$ cat src/rtl/ptmr_pkg.sv
package ptmr_pkg;

    typedef enum logic [1:0] {
        SRC_CLOCK = 2'd0,
        SRC_RISE  = 2'd1,
        SRC_FALL  = 2'd2,
        SRC_BOTH  = 2'd3
    } src_mode_e;

    typedef enum logic [1:0] {
        ST_IDLE  = 2'd0,
        ST_COUNT = 2'd1,
        ST_HALT  = 2'd2,
        ST_CLEAR = 2'd3
    } run_state_e;

endpackage

$ cat src/rtl/ptmr_event_src.sv
module ptmr_event_src
    import ptmr_pkg::*;
#(
    parameter int NUM_CH = 4,
    localparam int SEL_W = $clog2(NUM_CH),
    localparam int NSLOT = 1 << SEL_W
) (
    input  logic              clk,
    input  logic              rst_n,
    input  logic [NUM_CH-1:0] cap_i,
    input  logic [SEL_W-1:0]  sel_i,
    input  src_mode_e         mode_i,
    output logic              event_o
);

    logic [NUM_CH-1:0] meta_q;
    logic [NUM_CH-1:0] sync_q;
    logic [NSLOT-1:0]  slot;
    logic              pick;
    logic              prev_q;

    // two-flop synchronizer per capture input
    for (genvar g = 0; g < NUM_CH; g++) begin : g_sync
        always_ff @(posedge clk or negedge rst_n) begin
            if (!rst_n) begin
                meta_q[g] <= 1'b0;
                sync_q[g] <= 1'b0;
            end else begin
                meta_q[g] <= cap_i[g];
                sync_q[g] <= meta_q[g];
            end
        end
    end

    assign slot = NSLOT'(sync_q);
    assign pick = slot[sel_i];

    always_ff @(posedge clk or negedge rst_n) begin
        if (!rst_n) prev_q <= 1'b0;
        else        prev_q <= pick;
    end

    always_comb begin
        unique case (mode_i)
            SRC_CLOCK: event_o = 1'b1;
            SRC_RISE:  event_o = pick & ~prev_q;
            SRC_FALL:  event_o = ~pick & prev_q;
            SRC_BOTH:  event_o = pick ^ prev_q;
        endcase
    end

    // a rising edge needs a low sample in between, so two in a row cannot occur
    p_rise_spaced_r4: assert property (@(posedge clk) disable iff (!rst_n)
        (mode_i == SRC_RISE && event_o) |=>
            (mode_i != SRC_RISE || !$stable(sel_i) || !event_o));

endmodule

$ cat src/rtl/ptmr_prescale.sv
module ptmr_prescale #(
    parameter int W = 32
) (
    input  logic         clk,
    input  logic         rst_n,
    input  logic         clr_i,
    input  logic         step_i,
    input  logic [W-1:0] limit_i,
    output logic         wrap_o
);

    logic [W-1:0] pc_q;

    assign wrap_o = step_i && (pc_q >= limit_i);

    always_ff @(posedge clk or negedge rst_n) begin
        if (!rst_n)      pc_q <= '0;
        else if (clr_i)  pc_q <= '0;
        else if (step_i) pc_q <= wrap_o ? '0 : pc_q + W'(1);
    end

    // a wrap leaves the prescale counter at zero
    p_wrap_zero_r3: assert property (@(posedge clk) disable iff (!rst_n)
        wrap_o |=> pc_q == '0);

    // no step and no clear, prescale counter holds
    p_hold_r6: assert property (@(posedge clk) disable iff (!rst_n)
        (!step_i && !clr_i) |=> $stable(pc_q));

endmodule

$ cat src/rtl/ptmr_ctrl.sv
module ptmr_ctrl
    import ptmr_pkg::*;
(
    input  logic clk,
    input  logic rst_n,
    input  logic en_i,
    input  logic clr_i,
    input  logic inc_i,
    input  logic stop_i,
    output logic active_o,
    output logic halted_o
);

    run_state_e state_q, state_d;

    always_ff @(posedge clk or negedge rst_n) begin
        if (!rst_n) state_q <= ST_IDLE;
        else        state_q <= state_d;
    end

    always_comb begin
        state_d = state_q;
        if (clr_i) begin
            state_d = ST_CLEAR;
        end else begin
            unique case (state_q)
                ST_IDLE, ST_COUNT, ST_CLEAR: begin
                    if (!en_i)                 state_d = ST_IDLE;
                    else if (inc_i && stop_i)  state_d = ST_HALT;
                    else                       state_d = ST_COUNT;
                end
                ST_HALT: begin
                    if (!en_i) state_d = ST_IDLE;
                end
            endcase
        end
    end

    always_comb begin
        active_o = en_i && !clr_i && (state_q != ST_HALT);
        halted_o = (state_q == ST_HALT);
    end

    // a stop request on an advance enters the halted state
    p_stop_halts_r11: assert property (@(posedge clk) disable iff (!rst_n)
        (inc_i && stop_i && en_i && !clr_i) |=> halted_o);

    // clear always leaves the halted state
    p_clear_unhalts_r7: assert property (@(posedge clk) disable iff (!rst_n)
        clr_i |=> !halted_o);

endmodule

$ cat src/rtl/ptmr_count.sv
module ptmr_count #(
    parameter int W = 32
) (
    input  logic         clk,
    input  logic         rst_n,
    input  logic         clr_i,
    input  logic         inc_i,
    input  logic         zero_i,
    output logic [W-1:0] value_o
);

    logic [W-1:0] tc_q;

    always_ff @(posedge clk or negedge rst_n) begin
        if (!rst_n)      tc_q <= '0;
        else if (clr_i)  tc_q <= '0;
        else if (inc_i)  tc_q <= zero_i ? '0 : tc_q + W'(1);
    end

    assign value_o = tc_q;

endmodule

$ cat src/rtl/prescaled_timer.sv
module prescaled_timer
    import ptmr_pkg::*;
#(
    parameter int CNT_W  = 32,
    parameter int NUM_CH = 4,
    localparam int SEL_W = $clog2(NUM_CH)
) (
    input  logic              clk,
    input  logic              rst_n,
    input  logic [1:0]        cfg_mode,
    input  logic [SEL_W-1:0]  cfg_src_sel,
    input  logic [CNT_W-1:0]  cfg_prescale,
    input  logic              cnt_en,
    input  logic              cnt_clr,
    input  logic [NUM_CH-1:0] cap_in,
    input  logic              match_clr,
    input  logic              match_stop,
    output logic [CNT_W-1:0]  count_value,
    output logic              count_tick
);

    src_mode_e mode;
    logic      src_event;
    logic      active;
    logic      halted;
    logic      step;
    logic      inc;

    assign mode = src_mode_e'(cfg_mode);
    assign step = active & src_event;

    ptmr_event_src #(.NUM_CH(NUM_CH)) u_src (
        .clk     (clk),
        .rst_n   (rst_n),
        .cap_i   (cap_in),
        .sel_i   (cfg_src_sel),
        .mode_i  (mode),
        .event_o (src_event)
    );

    ptmr_ctrl u_ctrl (
        .clk      (clk),
        .rst_n    (rst_n),
        .en_i     (cnt_en),
        .clr_i    (cnt_clr),
        .inc_i    (inc),
        .stop_i   (match_stop),
        .active_o (active),
        .halted_o (halted)
    );

    ptmr_prescale #(.W(CNT_W)) u_pre (
        .clk     (clk),
        .rst_n   (rst_n),
        .clr_i   (cnt_clr),
        .step_i  (step),
        .limit_i (cfg_prescale),
        .wrap_o  (inc)
    );

    ptmr_count #(.W(CNT_W)) u_cnt (
        .clk     (clk),
        .rst_n   (rst_n),
        .clr_i   (cnt_clr),
        .inc_i   (inc),
        .zero_i  (match_clr),
        .value_o (count_value)
    );

    assign count_tick = inc;

    // clear gives zero at the next edge
    p_clear_zero_r7: assert property (@(posedge clk) disable iff (!rst_n)
        cnt_clr |=> count_value == '0);

    // no tick, counter holds
    p_hold_no_tick_r9: assert property (@(posedge clk) disable iff (!rst_n)
        (!count_tick && !cnt_clr) |=> $stable(count_value));

    // a plain tick advances by exactly one, wrapping at all-ones
    p_step_one_r8: assert property (@(posedge clk) disable iff (!rst_n)
        (count_tick && !match_clr && !cnt_clr) |=>
            count_value == $past(count_value) + CNT_W'(1));

    // clear request on a tick loads zero
    p_match_zero_r10: assert property (@(posedge clk) disable iff (!rst_n)
        (count_tick && match_clr) |=> count_value == '0);

    // enable low freezes the counter
    p_freeze_r6: assert property (@(posedge clk) disable iff (!rst_n)
        (!cnt_en && !cnt_clr) |=> $stable(count_value));

    // halted with no clear, counter frozen
    p_halt_frozen_r11: assert property (@(posedge clk) disable iff (!rst_n)
        (halted && !cnt_clr) |=> $stable(count_value));

endmodule

$ cat config.mk
export PLATFORM = sky130hd
export DESIGN_NAME = prescaled_timer
export DESIGN_NICKNAME = d
export VERILOG_FILES = /design/src/rtl/ptmr_pkg.sv /design/src/rtl/ptmr_event_src.sv /design/src/rtl/ptmr_prescale.sv /design/src/rtl/ptmr_ctrl.sv /design/src/rtl/ptmr_count.sv /design/src/rtl/prescaled_timer.sv
export SDC_FILE = /design/constraint.sdc
export NUM_CORES = 1
export LEC_CHECK = 0
export BUFFER_PORTS_ARGS = -buffer_cell sky130_fd_sc_hd__buf_2
export CORE_MARGIN = 2
export CORE_UTILIZATION = 25
export DETAILED_ROUTE_END_ITERATION = 7
export HOLD_SLACK_MARGIN = 0.15
export RECOVER_POWER = 25
export SLEW_MARGIN = 0
export SYNTH_ARGS = -nofsm -noshare
export SYNTH_HDL_FRONTEND = slang
export SYNTH_SLANG_ARGS = --single-unit
$ cat constraint.sdc
create_clock -name clk -period 3.7 [get_ports clk]
set_input_delay 0.185 -clock clk [delete_from_list [all_inputs] [get_ports clk]]
set_output_delay 0.185 -clock clk [all_outputs]
set_load 0.01 [all_outputs]
==> impl_results.md, run 1 <==
* Top cell type's share of synthesized area at 40.9%
* Reg2reg setup slack at 0.64 ns
* Vias in the first global route at 3869
* Fmax at 327 MHz
* Routed via count at 4069
* Period utilisation layout at 82.7%
* Crit path capture type: register
* Slowest Stage Delay on Critical Path at 0.49 ns
* Final Hold Vio Count at 0
* Synth Area in Adders at 9.82%
* CTS tree: built
* Outcome: complete, but fails checks
* Largest family of logic cells by synthesized area: simple AND/OR/NAND/NOR gates
* First-pass GRT wire length at 20000 um
* Relative slew margins at -28.8%
* Final GP Congestion at 0.785
* Crit-path leading delay family: buffers and inverters
* Final Net Count at 692
* Synth Area in XOR/XNOR at 3.63%
* Mux contribution to synthesized area at 0.491%
* Synth Area in Compound Gates at 16.8%
* Skew final at 0.00734 ns
* CP required at 3.92 ns
* Total CTS buffers at 9
* Clock transition at path regs at 0.05 ns
* Violated checks: capacitance limit, slew limit
* Initial antenna violation count at 1
* Synth-to-Final Area Change at 21.4%
* Hold Crit Class: primary input to register
* Slowest-stage cell, CP: mux4_2
* Yosys reg bits at 75
* Synth Cell Area at 0.00459 mm2
* Fin area at 0.00557 mm2
* Startpoint Class: register
* Most common flop cell mapped by yosys: dfrtp_1
* Min Tclk post-route at 3.06 ns
* Setup TNS at 0 ns
* Pin count of the biggest net entering global routing at 76
* Critical path arrival at 3.28 ns
* Avg WL per Cell at 14.0 um
* First DRT Iteration DRCs at 250
* Largest cells by area after synthesis: dfrtp_1 41%, ha_1 9.8%, o21ai_0 4.9%
* Total global routing overflow at 0
* DIE AREA at 0.0195 mm2
* CTS Buffer Depth at 2
* Number of synthesized flops with an enable pin at 0
* Post-DP HPWL at 8550 um
* Post-CTS setup buffer count at 0
* Die width at 139 um
* Hold slack at 0.189 ns
* Most common cell in the netlist: dfrtp_1
* PortBufs at 78
* Worst-path fanout max at 27
* Fill cells at 1928
* Max IR drop VDD at 194 uV
* Die Y at 139 um
* Simple-gate share of the synthesized area at 22.4%
* Cells after Synth at 521
* Most frequent CP cell: buf_4
* GRT Util Overall at 12.7%
* Max-Cap Viols at 1
* Pre-antenna DRT Iters at 4
* Synth Area per Inst at 8.81 um2
* RSZ-0062 raised after global routing: false
* Multi-input gate area at 0.00244 mm2
* DR vias/cell at 4.82
* Slew @ Worst Pin at 1.93 ns
* Synth unique cells at 47
* Buf+Inv Stages, Crit Path at 3
* Max Slew Vio Count at 76
* Core Area at 0.0180 mm2
* Clk sinks at 75
* Seq/Total Area, Yosys at 40.9%
* Dominant cell type by area after synthesis: dfrtp_1
* Clock Tree Root: clkbuf_16
* Warnings, synthesis at 0
* Antenna-violating nets left at 0
* Final Total Pwr at 1.79 mW
* H-tree depth at 3
* Fraction of final layout cells with drive strength greater than 1 at 12.7%
* Syn nets at 603
* Post-synth ARST share at 100%
* P_leak at 2.53 nW
* Worst-Skew Late Latency at 0.34 ns
* Critical path cell sequence: mux4_2 > inv_1 > ha_1 > and2_1 > o21ai_0 > nand3_1 > a21oi_1 > or3_1 > buf_4 > buf_4 > nor2_1
* Io pins at 79
* Row cnt at 49
* Register Area at 0.00188 mm2
* Initial Util at 25.5%
* Post-synth top cells: 75 x dfrtp_1, 53 x inv_1, 45 x o21ai_0
* CP Class: register to register
* Pwr/cell area at 322 mW/mm2
* Layout Utilization at 31.0%
* Post-placement cell area at 0.00526 mm2
* Routed WL at 11800 um
* Residual DRC at 0
* Endpoints failing setup at 0
-- path summary, 6_finish.rpt --
| path | start | endpoint | cells past startpoint |
|---|---|---|---|
| max in group asynchronous | rst_n | u_pre.pc_q[11] | 2 |
| setup reg to reg | u_src.slot[3] | u_pre.pc_q[13] | 11 |
| hold / removal | match_stop | u_ctrl.state_q[1] | 3 |
| min in group asynchronous | rst_n | u_cnt.value_o[17] | 2 |
| hold reg to reg | u_src.meta_q[0] | u_src.slot[0] | 0 |
| setup / recovery | u_src.slot[3] | u_pre.pc_q[13] | 11 |
-- worst min-delay path, cell delays in order --
cell and delay [ns]:
buf_2 0.09, o21ai_0 0.10, a31oi_1 0.10
-- area by class of cell --
cell class              instances  share of cell area (%)
multi-input cells             377                    43.8
flip-flops and latches         75                    33.7
repair buffers                 94                    8.80
well taps                     229                    5.14
clock buffers                  14                    4.74
inverters                      53                    3.57
clock inverters                 2                   0.180
diodes                          1                  0.0449
-- metal layers --
metal	GRT usage [%]	part of all wire, %	wire, um	vias to the layer above
met5	0	0	0	-
li1	-	-	-	2056
met1	17.5	48	5720	1907
met4	3.03	0.91	107	0
met3	4.09	5.8	682	8
met2	19.3	45	5300	98
-- timing repair --
item | in CTS | in global routing
gates resized for setup | 0 | 0
endpoints found under the hold margin | 83 | 0
hold buffers | 8 | 0
-- sequential cells by signal, summed over array words and instances (netlist names) --
name	cells
u_pre.pc_q	32
u_cnt.value_o	32
u_ctrl.state_q	2
u_src.meta_q	4
u_src.prev_q	1
u_src.slot	4
-- placed cells by master, fill, tap and decap left out, drive strengths merged, types with 3 or more instances in the layout --
cell         synthesis  routed
a21oi               37      37
a21o                 6       6
xor2                13      13
and4                 7       7
dlygate4sd3          0       8
xnor2                6       6
nand4               23      23
and3                10      10
ha                  36      36
nand3               27      27
o31ai                7       7
nor2                44      44
o21ai               47      47
clkbuf              11      47
buf                  5      53
inv                 53      53
nand2               36      36
o41ai                4       4
nor4                 6       6
nor3                10      10
and2                 7       7
dfrtp               75      75
o21a                 5       5
a31oi               10      10
o311ai               3       3
or3                 18      18
-- metrics by stage --
stage	setup slack, ns	std cells
after detailed placement	0.645	820
after global routing	0.380	844
after CTS	0.622	844
after global placement	0.721	820
final	0.641	845
after floorplan	0.966	521
-- where the power goes --
| group | switching [mW] | total [mW] | internal [mW] |
|---|---|---|---|
| sequential | 0.00308 | 0.832 | 0.829 |
| clock | 0.332 | 0.822 | 0.489 |
| combinational | 0.0835 | 0.141 | 0.0576 |
| total | 0.419 | 1.79 | 1.38 |
-- cells by family after synthesis --
family / after synthesis
xor gates and xnor gates: 19
DFF: 75
AOI/OAI and AO/OA: 126
adders and majority gates: 36
and+or+nand+nor: 195
buffers and inverters: 69
muxes: 1
(Power assumes the default switching activity.)
==> run 2: changes to the inputs <==
clock period = 2.95 ns   (was 3.7 ns; I/O delays follow)
==> run 2 against run 1 <==
  * Sequential cell count did not move
  * Critical path type is now primary input to register
  * Design area is 7.5% higher
  * Sequential share of layout area is 2.3 points lower
  * Non-clock buffer count grew 36
  * Worst hold slack worse by 0.019 ns
  * The run still ends with capacitance limit, slew limit left
  * Largest cell class unchanged
  * Sequential power is 25% higher
  * Via count rose by 3.8%
==> impl_results.md, run 2 (same netlist as run 1, synthesis figures left out) <==
* Outcome: complete, but fails checks
* Violated checks: capacitance limit, slew limit
* Slew @ Worst Pin at 1.94 ns
* WHS Path Cells at 2
* Final GP Congestion at 0.797
* CP required at 3.18 ns
* Critical path arrival at 3.04 ns
* Reg2reg path depth at 12
* Worst-path fanout max at 7
* Antenna-violating nets left at 0
* Hold_sp: cfg_src_sel[0]
* Min Tclk post-route at 2.81 ns
* Post-DP HPWL at 8740 um
* Fin area at 0.00599 mm2
* Fraction of final layout cells with drive strength greater than 1 at 18.4%
* DIE AREA at 0.0195 mm2
* Worst-Skew Late Latency at 0.35 ns
* Max-Cap Viols at 1
* Routed via count at 4223
* Relative slew margins at -29.0%
* Die width at 139 um
* Commonest non-fill, non-tap cell in the layout: dfrtp_1
* Non-Filler Instances at 880
* Total CTS buffers at 9
* Synth-to-Final Area Change at 30.5%
* Endpoints failing setup at 0
* Avg WL per Cell at 13.8 um
* Initial Util at 25.5%
* Clk sinks at 75
* Row cnt at 49
* Most frequent cells in the layout: 75 x dfrtp_1, 53 x inv_1, 45 x buf_2
* Clock transition at path regs at 0.06 ns
* Core Area at 0.0180 mm2
* Hold slack at 0.170 ns
* Period utilisation layout at 95.3%
* Pre-antenna DRT Iters at 4
* Max Slew Vio Count at 76
* Endpoint of the worst hold path: u_src.prev_q
* Pwr/cell area at 394 mW/mm2
* Post-placement cell area at 0.00549 mm2
* Vias in the first global route at 4083
* First DRT Iteration DRCs at 165
* RSZ-0062 raised after global routing: true
* Dpl cells at 848
* Clock Tree Root: clkbuf_16
* First-pass GRT wire length at 20300 um
* Routed WL at 12200 um
* Reg-to-Reg Start: u_src.slot[3]
* Io pins at 79
* Pin count of the biggest net entering global routing at 76
* Die Y at 139 um
* Final Hold Vio Count at 0
* CTS tree: built
* Reg2reg setup slack at 0.17 ns
* ANT cells at 0
* CTS Buffer Depth at 2
* Max IR drop VDD at 261 uV
* Crit path capture type: register
* Total global routing overflow at 0
* Fmax at 356 MHz
* R2R Path End: u_cnt.value_o[23]
* PortBufs at 78
* GRT Util Overall at 12.9%
* Residual DRC at 0
* DR vias/cell at 4.80
* Final Net Count at 728
* Skew final at 0.0103 ns
* Hold Crit Class: primary input to register
* P_leak at 2.77 nW
* H-tree depth at 3
* CP Class: primary input to register
* Initial antenna violation count at 0
* Startpoint Class: primary input
run 2: changes by cell type in the layout (fill, tap and decap cells not counted), moves of 2 or more:
| cell | delta |
|---|---|
| buf_12 | +3 |
| clkinvlp_4 | +2 |
| clkbuf_1 | -2 |
| buf_4 | +30 |
| clkbuf_16 | +2 |
| nor3_4 | +2 |
| o21ai_0 | -2 |
| o21ai_1 | +2 |
run 2: worst max-delay path by stage:
stage	from	end	slack, ns	depth (start not counted)
finish	cfg_src_sel[1]	u_cnt.value_o[27]	0.14	12
global route	u_src.slot[3]	u_cnt.value_o[23]	-0.007	12
CTS	u_src.slot[3]	count_tick	0.04	11
detailed placement	u_src.slot[3]	u_cnt.value_o[15]	-0.08	12
global placement	u_src.slot[3]	u_cnt.value_o[30]	-0.04	12
floorplan	u_src.slot[3]	u_cnt.value_o[31]	0.22	10
run 2: timing repair:
action | CTS | global route
hold buffers | 9 | 0
gates resized for setup | 4 | 7
cloned | 0 | 2
setup endpoints to repair | 21 | 14
buffers inserted | 0 | 5
hold endpoints to repair | 84 | 0
pin swaps | 0 | 3
run 2: power by group:
part | switching, mW | internal (mW) | leakage [nW] | total, mW
Sequential | 0.00341 | 1.04 | 1.02 | 1.04
Combinational | 0.111 | 0.0856 | 1.61 | 0.196
Clock | 0.443 | 0.677 | 0.139 | 1.12
run 2: critical path, cell delays in order:
cell	delay, ns
dlygate4sd3_1	0.53
buf_2	0.12
mux4_2	0.23
inv_1	0.05
ha_1	0.20
o311ai_1	0.49
nor3_4	0.09
o311a_4	0.14
buf_4	0.16
or3_4	0.42
and4_1	0.20
a211o_1	0.26
run 2: area by class of cell:
class / count / area, um2
Fill cell: 1902 / 12000
Sequential cell: 75 / 1880
Tap cell: 229 / 287
Inverter: 53 / 199
Timing Repair Buffer: 130 / 843
Clock inverter: 4 / 50.0
Multi-Input combinational cell: 377 / 2490
Clock buffer: 12 / 246
run 2: per-stage QoR:
step / setup slack, ns / total power [mW] / utilization, % / TNS, ns
after global routing: -0.00699 / 2.46 / 33.3 / -0.00699
after detailed placement: -0.0765 / 1.24 / 30.6 / -0.338
after global placement: -0.0426 / 1.24 / 30.6 / -0.176
final: 0.139 / 2.36 / 33.3 / 0
after CTS: 0.0371 / 2.39 / 32.8 / 0
after floorplan: 0.216 / 1.15 / - / 0
run 2: layer usage:
layer	part of all wire, %	up-vias	global-route usage [%]	routed length (um)
li1	-	2121	-	-
met1	47	1996	17.1	5760
met2	47	92	20.4	5660
met3	4.9	14	3.51	599
met4	1.2	0	4.20	145
met5	0	-	0	0
==> run 3: changes to the inputs <==
MAX_ROUTING_LAYER = met4   (was default)
==> run 3 against run 2 <==
  * The flow still finishes with violations (capacitance limit, slew limit)
  * Worst hold slack improved by 0.0012 ns
  * Largest power group unchanged
  * First-iteration DRC count increased by 19%
  * Die area unchanged
  * Design area unchanged
  * Sequential power about the same
  * Routed wire length decreased by 0.21%
  * Register-to-register slack about the same
  * Sequential cell count unchanged
  * Critical path type unchanged
  * Count of clock-buffer cells in the layout unchanged
==> impl_results.md, run 3 (same netlist as run 1, synthesis figures left out) <==
* Multi-input gate area at 0.00249 mm2
* Vias in the first global route at 4093
* Fmax at 356 MHz
* Violated checks: capacitance limit, slew limit
* Slowest Stage Delay on Critical Path at 0.53 ns
* CTS Buffer Depth at 2
* DR vias/cell at 4.81
* Commonest non-fill, non-tap cell in the layout: dfrtp_1
* Residual DRC at 0
* Hold slack at 0.171 ns
* Post-DP HPWL at 8740 um
* Io pins at 79
* CTS tree: built
* Pwr/cell area at 394 mW/mm2
* Worst-Skew Late Latency at 0.35 ns
* Routed via count at 4235
* Relative slew margins at -29.3%
* Slowest-stage cell, CP: dlygate4sd3_1
* Grt met2 use at 20.4%
* Antenna-violating nets left at 0
* PortBufs at 78
* Period utilisation layout at 95.3%
* Clock power share at 47.5%
* Final Net Count at 728
* Initial antenna violation count at 0
* P_leak at 2.77 nW
* Reg power frac at 44.2%
* Clock transition at path regs at 0.06 ns
* M3 GR Usage at 3.37%
* DIE AREA at 0.0195 mm2
* Startpoint Class: primary input
* Routed WL at 12100 um
* Endpoints failing setup at 0
* Layout Utilization at 33.3%
* Hold Crit Class: primary input to register
* Most frequent cells in the layout: 75 x dfrtp_1, 53 x inv_1, 45 x buf_2
* Crit path capture type: register
* Row cnt at 49
* Worst-path fanout max at 7
* Outcome: complete, but fails checks
* Avg WL per Cell at 13.8 um
* Int Pwr at 1.80 mW
* Critical path cell sequence: dlygate4sd3_1 > buf_2 > mux4_2 > inv_1 > ha_1 > o311ai_1 > nor3_4 > o311a_4 > buf_4 > or3_4 > and4_1 > a211o_1
* Total global routing overflow at 0
* ANT cells at 0
* Skew final at 0.00952 ns
* Dpl cells at 848
* CP Class: primary input to register
* Pre-antenna DRT Iters at 4
* Fraction of power consumed by combinational cells at 8.3%
* First DRT Iteration DRCs at 197
* Non-Filler Instances at 880
* Max IR drop VDD at 261 uV
* Final Hold Vio Count at 0
* Final GP Congestion at 0.809
* RSZ-0062 raised after global routing: true
* Initial Util at 25.5%
* First-pass GRT wire length at 20300 um
* Core Area at 0.0180 mm2
* Die width at 139 um
* Total CTS buffers at 9
* CP required at 3.18 ns
* Pin count of the biggest net entering global routing at 76
* Min Tclk post-route at 2.81 ns
* Die Y at 139 um
* Fraction of final layout cells with drive strength greater than 1 at 18.4%
* Critical path arrival at 3.04 ns
* Slew @ Worst Pin at 1.94 ns
* Clock Tree Root: clkbuf_16
* Final Total Pwr at 2.36 mW
* Synth-to-Final Area Change at 30.5%
* Met1 usage at 17.1%
* GRT Util Overall at 13.3%
* GRT Max-Usage Layer: met2
* Fill cells at 1902
* Max Slew Vio Count at 76
* Net Switching at 556 uW
* Sw Ratio at 23.6%
* H-tree depth at 3
* Max-Cap Viols at 1
* Register Area at 0.00188 mm2
* Clk sinks at 75
[run 3: critical path, delay by kind of cell]
kind	cells	cell delay (ns)
compound gates	3	0.89
buf+inv	4	0.86
simple gates	3	0.70
mux	1	0.23
fa+ha+maj	1	0.20
[run 3: final timing paths]
| path | cells past startpoint | slack (ns) | from | endpoint |
|---|---|---|---|---|
| min in group asynchronous | 2 | 0.85 | rst_n | u_cnt.value_o[21] |
| worst min-delay path | 2 | 0.17 | cfg_src_sel[0] | u_src.prev_q |
| max in group asynchronous | 2 | 0.91 | rst_n | u_pre.pc_q[5] |
| worst min register to register | 0 | 0.35 | u_src.meta_q[3] | u_src.slot[3] |
| worst max-delay path | 12 | 0.14 | cfg_src_sel[1] | u_cnt.value_o[27] |
| worst max register to register | 12 | 0.17 | u_src.slot[3] | u_cnt.value_o[23] |
[run 3: power by group through the flow]
| stage | Clock (mW) | Combinational (mW) | Sequential [mW] |
|---|---|---|---|
| after global routing | 1.19 | 0.224 | 1.04 |
| after CTS | 1.15 | 0.194 | 1.04 |
| after global placement | 0 | 0.180 | 1.06 |
| final | 1.12 | 0.196 | 1.04 |
| after floorplan | 0 | 0.0918 | 1.06 |
| after detailed placement | 0 | 0.181 | 1.06 |
[run 3: metal layers]
layer	vias to the layer above	wire length, um	share of wire [%]
li1	2123	-	-
met1	1992	5670	47
met2	103	5620	46
met3	17	652	5.4
met4	0	195	1.6
met5	-	0	0
[run 3: stage by stage]
step	cell area [um2]	worst slack [ns]	setup TNS, ns
floorplan	4590	0.216	0
global placement	5490	-0.0426	-0.176
detailed placement	5490	-0.0765	-0.338
CTS	5900	0.0371	0
global route	5990	-0.00727	-0.00727
finish	5990	0.139	0
[run 3: area by class of cell]
| cell class | count | share of cell area, % |
|---|---|---|
| multi-input cells | 377 | 41.5 |
| clock buffers | 12 | 4.12 |
| repair buffers | 130 | 14.1 |
| well taps | 229 | 4.78 |
| inverters | 53 | 3.32 |
| clock inverters | 4 | 0.836 |
| flip-flops and latches | 75 | 31.3 |
[run 3: what timing repair did]
action	CTS	global route
resized for setup	4	7
endpoints found under the setup margin	21	14
pin swaps	0	3
endpoints found under the hold margin	84	0
hold buffers	9	0
cloned	0	2
setup buffers	0	5
